--- src/rtl/pwmt_pkg.sv ---
package pwmt_pkg;
  localparam int ADDR_W = 3;
  localparam logic [ADDR_W-1:0] ADDR_CTRL = 3'd4;
  localparam logic [ADDR_W-1:0] ADDR_LVL  = 3'd5;
endpackage

--- src/rtl/pwmt_regs.sv ---
module pwmt_regs
  import pwmt_pkg::*;
#(
  parameter int CNT_W = 16,
  parameter int N_CMP = 4
) (
  input  logic                          clk,
  input  logic                          rst_n,
  input  logic                          wr_en,
  input  logic [ADDR_W-1:0]             wr_addr,
  input  logic [CNT_W-1:0]              wr_data,
  output logic [N_CMP-1:0][CNT_W-1:0]   cmp_o,
  output logic [$clog2(N_CMP)-1:0]      sel_o,
  output logic                          en_o,
  output logic [N_CMP-1:0]              init_o,
  output logic [N_CMP-1:0]              match_o
);
  localparam int SEL_W = $clog2(N_CMP);

  always_ff @(posedge clk or negedge rst_n) begin
    if (!rst_n) begin
      cmp_o   <= '0;
      sel_o   <= '0;
      en_o    <= 1'b0;
      init_o  <= '0;
      match_o <= '0;
    end else if (wr_en) begin
      for (int i = 0; i < N_CMP; i++) begin
        if (wr_addr == ADDR_W'(i)) cmp_o[i] <= wr_data;
      end
      if (wr_addr == ADDR_CTRL) begin
        sel_o <= wr_data[SEL_W-1:0];
        en_o  <= wr_data[SEL_W];
      end
      if (wr_addr == ADDR_LVL) begin
        init_o  <= wr_data[N_CMP-1:0];
        match_o <= wr_data[2*N_CMP-1:N_CMP];
      end
    end
  end

  AST_UNMAPPED_IGNORED: assert property (@(posedge clk) disable iff (!rst_n)
    (wr_en && wr_addr > ADDR_LVL) |=> ($stable(cmp_o) && $stable(sel_o) && $stable(en_o)
                                       && $stable(init_o) && $stable(match_o)));
endmodule

--- src/rtl/pwmt_counter.sv ---
module pwmt_counter #(
  parameter int CNT_W = 16
) (
  input  logic             clk,
  input  logic             rst_n,
  input  logic             en_i,
  input  logic [CNT_W-1:0] cyc_i,
  output logic [CNT_W-1:0] cnt_o,
  output logic             clr_o
);
  assign clr_o = en_i && (cnt_o == cyc_i);

  always_ff @(posedge clk or negedge rst_n) begin
    if (!rst_n)      cnt_o <= '0;
    else if (!en_i)  cnt_o <= '0;
    else if (clr_o)  cnt_o <= '0;
    else             cnt_o <= cnt_o + 1'b1;
  end

  AST_CNT_CLEAR: assert property (@(posedge clk) disable iff (!rst_n)
    (en_i && cnt_o == cyc_i) |=> (cnt_o == '0));
  AST_CNT_STEP: assert property (@(posedge clk) disable iff (!rst_n)
    (en_i && cnt_o != cyc_i) |=> (cnt_o == CNT_W'($past(cnt_o) + 1'b1)));
  AST_IDLE_ZERO: assert property (@(posedge clk) disable iff (!rst_n)
    (!en_i) |=> (cnt_o == '0));
endmodule

--- src/rtl/pwmt_pin.sv ---
module pwmt_pin #(
  parameter int CNT_W = 16
) (
  input  logic             clk,
  input  logic             rst_n,
  input  logic             en_i,
  input  logic             clr_i,
  input  logic [CNT_W-1:0] cnt_i,
  input  logic [CNT_W-1:0] duty_i,
  input  logic [CNT_W-1:0] cyc_i,
  input  logic             is_cycle_i,
  input  logic             lvl_init_i,
  input  logic             lvl_match_i,
  output logic             pin_o
);
  logic lvl_q;
  logic hit;

  assign hit = (cnt_i == duty_i);

  always_ff @(posedge clk or negedge rst_n) begin
    if (!rst_n)      lvl_q <= 1'b0;
    else if (!en_i)  lvl_q <= lvl_init_i;
    else if (clr_i)  lvl_q <= lvl_init_i;
    else if (hit)    lvl_q <= lvl_match_i;
  end

  assign pin_o = is_cycle_i ? 1'b0 : lvl_q;

  AST_CLEAR_RELOAD: assert property (@(posedge clk) disable iff (!rst_n)
    (clr_i && !is_cycle_i && $stable(is_cycle_i)) |=> (pin_o == $past(lvl_init_i)));
  AST_EQUAL_HOLD: assert property (@(posedge clk) disable iff (!rst_n)
    (en_i && !clr_i && duty_i == cyc_i && $stable(is_cycle_i)) |=> $stable(pin_o));
endmodule

--- src/rtl/pwm_cycle_timer.sv ---
module pwm_cycle_timer
  import pwmt_pkg::*;
#(
  parameter int CNT_W = 16,
  parameter int N_CMP = 4
) (
  input  logic              clk,
  input  logic              rst_n,
  input  logic              wr_en,
  input  logic [ADDR_W-1:0] wr_addr,
  input  logic [CNT_W-1:0]  wr_data,
  output logic [N_CMP-1:0]  pwm_o
);
  localparam int SEL_W = $clog2(N_CMP);

  logic [N_CMP-1:0][CNT_W-1:0] cmp;
  logic [SEL_W-1:0]            sel;
  logic                        en;
  logic [N_CMP-1:0]            lvl_init;
  logic [N_CMP-1:0]            lvl_match;
  logic [CNT_W-1:0]            cyc;
  logic [CNT_W-1:0]            cnt;
  logic                        clr;

  pwmt_regs #(.CNT_W(CNT_W), .N_CMP(N_CMP)) u_regs (
    .clk(clk), .rst_n(rst_n), .wr_en(wr_en), .wr_addr(wr_addr), .wr_data(wr_data),
    .cmp_o(cmp), .sel_o(sel), .en_o(en), .init_o(lvl_init), .match_o(lvl_match)
  );

  assign cyc = cmp[sel];

  pwmt_counter #(.CNT_W(CNT_W)) u_cnt (
    .clk(clk), .rst_n(rst_n), .en_i(en), .cyc_i(cyc), .cnt_o(cnt), .clr_o(clr)
  );

  for (genvar g = 0; g < N_CMP; g++) begin : g_pin
    pwmt_pin #(.CNT_W(CNT_W)) u_pin (
      .clk(clk), .rst_n(rst_n), .en_i(en), .clr_i(clr), .cnt_i(cnt),
      .duty_i(cmp[g]), .cyc_i(cyc), .is_cycle_i(sel == SEL_W'(g)),
      .lvl_init_i(lvl_init[g]), .lvl_match_i(lvl_match[g]), .pin_o(pwm_o[g])
    );
  end
endmodule

--- config.mk ---
export PLATFORM = sky130hd
export DESIGN_NAME = pwm_cycle_timer
export DESIGN_NICKNAME = d
export VERILOG_FILES = /design/src/rtl/pwmt_pkg.sv /design/src/rtl/pwmt_regs.sv /design/src/rtl/pwmt_counter.sv /design/src/rtl/pwmt_pin.sv /design/src/rtl/pwm_cycle_timer.sv
export SDC_FILE = /design/constraint.sdc
export NUM_CORES = 1
export LEC_CHECK = 0
export ABC_AREA = 1
export CAP_MARGIN = 0
export CORE_MARGIN = 4
export CORE_UTILIZATION = 62
export CTS_CLUSTER_DIAMETER = 150
export DETAILED_ROUTE_END_ITERATION = 16
export PLACE_DENSITY = 0.81
export REMOVE_ABC_BUFFERS = 1
export SLEW_MARGIN = 25
export SYNTH_ARGS = -nofsm -noshare
export SYNTH_HDL_FRONTEND = slang
export SYNTH_HIERARCHICAL = 1
export SYNTH_SLANG_ARGS = --single-unit
--- constraint.sdc ---
create_clock -name clk -period 2.5 [get_ports clk]
set_input_delay 0.625 -clock clk [delete_from_list [all_inputs] [get_ports clk]]
set_output_delay 0.625 -clock clk [all_outputs]
set_load 0.01 [all_outputs]
==> impl_metrics.env <==
export IMPL_run_status="finished, final reports clean"
export IMPL_first_pass_iters=5
export IMPL_fin_nets=1212
export IMPL_rsz0062_at_grt="yes"
export IMPL_clk_path_buf_depth=2
export IMPL_critical_path_class="reg2out"
export IMPL_tightest_slew_ns=0.552
export IMPL_total_power_uw=5030
export IMPL_finalSetupViolations=0
export IMPL_wl_per_cell_um=13.9
export IMPL_clock_latency_ns=0.38
export IMPL_vdd_drop_max_uv=485
export IMPL_worstPathArrival_ns=1.82
export IMPL_fp_dieW_um=113
export IMPL_timing_fmax_ghz=0.409
export IMPL_holdWs_ns=0.147
export IMPL_core_rowCount=38
export IMPL_drive_gt1_share_pct=10.3
export IMPL_dpl_instance_area_mm2=0.00726
export IMPL_vias=6842
export IMPL_n_antenna_cell=0
export IMPL_netlist_instances=1156
export IMPL_fill_cells=1012
export IMPL_cts_buffers=9
export IMPL_pwr_density_cell_mw_per_mm2=667
export IMPL_required_ns=1.88
export IMPL_grt_max_degree=50
export IMPL_finClkSkew_ns=0.0111
export IMPL_gp_congestion=0.962
export IMPL_final_common_cell="nand2_1"
export IMPL_hold_viol=0
export IMPL_cp_end_kind="primary output"
export IMPL_cp_max_fo=17
export IMPL_gr_usage_all_layers_pct=29.5
export IMPL_fin_area_mm2=0.00754
export IMPL_fin_crit_sh_pct=97.7
export IMPL_drt_initial_drc_count=713
export IMPL_place_port_buffers=25
export IMPL_clk_pin_slew_worst_paths_ns=0.10
export IMPL_fin_crit_ns=2.44
export IMPL_drv_cap=0
export IMPL_final_cell_mix="563 x nand2_1, 156 x inv_1, 146 x nor2_1"
export IMPL_dp_cells=1316
export IMPL_drcViolationCount=0
export IMPL_syn2layout_area_growth_pct=9.29
export IMPL_viasPerCell=5.13
export IMPL_ys_seq_elements=95
export IMPL_slew_headroom_pct=63.2
export IMPL_instances_no_fill=1334
export IMPL_coreArea_mm2=0.0109
export IMPL_yosysWarnings=6
export IMPL_synth_seq_area_share_pct=34.5
export IMPL_grt_pass1_wl_um=30200
export IMPL_grt_ovfl_total=0
export IMPL_dieArea_mm2=0.0129
export IMPL_hold_class="in2async"
export IMPL_tritoncts="yes"
export IMPL_p_leak_uw=0.00440
export IMPL_ys_async_sr_fraction_pct=100
export IMPL_syn_area_per_cell_um2=5.97
export IMPL_drt_wl_total_um=18500
export IMPL_ys_types=26
export IMPL_drtAntennaViolNets=0
export IMPL_netlist_area_mm2=0.00690
export IMPL_grt_pass1_vias=6015
export IMPL_htree_levels=3
export IMPL_cp_start_kind="flop"
export IMPL_chipHeight_um=113
export IMPL_start_util_pct=63.4
export IMPL_clockRootBuffer="clkbuf_8"
export IMPL_dpl_hpwl_um=13500
export IMPL_synth_flop_cell="dfrtp_1"
export IMPL_antenna_found_initial=0
export IMPL_io_pins=26
export IMPL_cts_hold_buf=0
export IMPL_synth_edff_count=0
export IMPL_slew_viol_final=0
export IMPL_cts_sinks=95
-- report_power, final --
group | internal [µW] | total [µW] | leakage, µW | switching, µW
clock | 567 | 1140 | 0.000110 | 575
combinational | 695 | 1770 | 0.00308 | 1080
sequential | 1790 | 2110 | 0.00122 | 318
-- path summary, 6_finish.rpt --
| check | endpoint | startpoint | slack, ns | cells past startpoint |
|---|---|---|---|---|
| max in group asynchronous | u_regs/cmp_o[5]$_DFFE_PN0P_ | rst_n | 1.73 | 2 |
| setup reg to reg | g_pin[3].u_pin/lvl_q$_DFFE_PN0P_ | u_regs/sel_o[0]$_DFFE_PN0P_ | 0.12 | 18 |
| hold / removal | u_regs/cmp_o[61]$_DFFE_PN0P_ | rst_n | 0.15 | 1 |
| min in group clk | u_regs/match_o[3]$_DFFE_PN0P_ | u_regs/match_o[3]$_DFFE_PN0P_ | 0.49 | 2 |
| hold reg to reg | u_regs/match_o[3]$_DFFE_PN0P_ | u_regs/match_o[3]$_DFFE_PN0P_ | 0.49 | 2 |
| setup / recovery | pwm_o[2] | u_regs/sel_o[1]$_DFFE_PN0P_ | 0.06 | 4 |
-- metal layers --
metal | GRT usage (%) | routed length [µm] | vias to the layer above
li1 | - | - | 3463
met1 | 43.6 | 8260 | 3067
met2 | 45.3 | 8240 | 286
met3 | 4.08 | 1720 | 26
met4 | 8.89 | 290 | 0
met5 | 0 | 0 | -
-- cells in the mapped netlist, drive strengths merged, types with 2 or more instances --
master | number | area, µm²
dfrtp | 95 | 2380
nand3 | 74 | 425
inv | 176 | 668
nand2 | 599 | 2340
o21ai | 2 | 10.0
nor2 | 156 | 642
mux2 | 4 | 45.0
nand4 | 9 | 56.3
buf | 27 | 236
nor3 | 5 | 25.0
xor2 | 5 | 43.8
-- layout make-up --
class / count / area, µm² / area share (%)
multi-input cells: 858 / 3620 / 48.0
flip-flops and latches: 95 / 2380 / 31.5
inverters: 176 / 689 / 9.14
repair buffers: 48 / 449 / 5.96
well taps: 140 / 175 / 2.32
clock buffers: 9 / 124 / 1.64
clock inverters: 7 / 95.1 / 1.26
repair inverters: 1 / 8.76 / 0.116
-- sequential cells by signal, indices dropped and copies added, names as in the netlist --
signal             cells
u_regs/init_o          4
g_pin.u_pin/lvl_q      4
u_regs/match_o         4
u_cnt/cnt_o           16
u_regs/en_o            1
u_regs/cmp_o          64
u_regs/sel_o           2
-- logic make-up (layout without fill, tap and decap cells) --
group / after synthesis / after routing / synth area share (%)
flip-flops: 95 / 95 / 34.5
XOR/XNOR: 5 / 5 / 0.635
AO/OA/AOI/OAI: 3 / 3 / 0.217
adder cells (fa/ha/maj): 1 / 1 / 0.181
multiplexers: 4 / 4 / 0.653
buffers and inverters: 203 / 241 / 13.1
AND/OR/NAND/NOR: 845 / 845 / 50.7
-- stage by stage --
stage / worst slack (ns) / util [%] / setup TNS, ns
6_report: 0.0566 / 69.2 / 0
5_1_grt: -0.0779 / 69.2 / -0.273
4_1_cts: 0.00528 / 69.0 / 0
3_5_place_dp: 0.139 / 66.7 / 0
3_3_place_gp: 0.206 / 66.7 / 0
2_1_floorplan: -0.0669 / - / -0.268
-- worst max-delay path, cell delays in order, from the launching register on --
cell and delay [ns]:
dfrtp_1 0.44, inv_4 0.19, nor2_1 0.07, nor2_1 0.17, clkdlybuf4s50_1 0.57
-- timing repair --
| action | 4_1_cts | 5_1_grt |
|---|---|---|
| gates resized for setup | 4 | 3 |
| gates cloned | 1 | 0 |
| buffers inserted | 0 | 1 |
| setup endpoints to repair | 3 | 7 |
(Power assumes the default switching activity.)
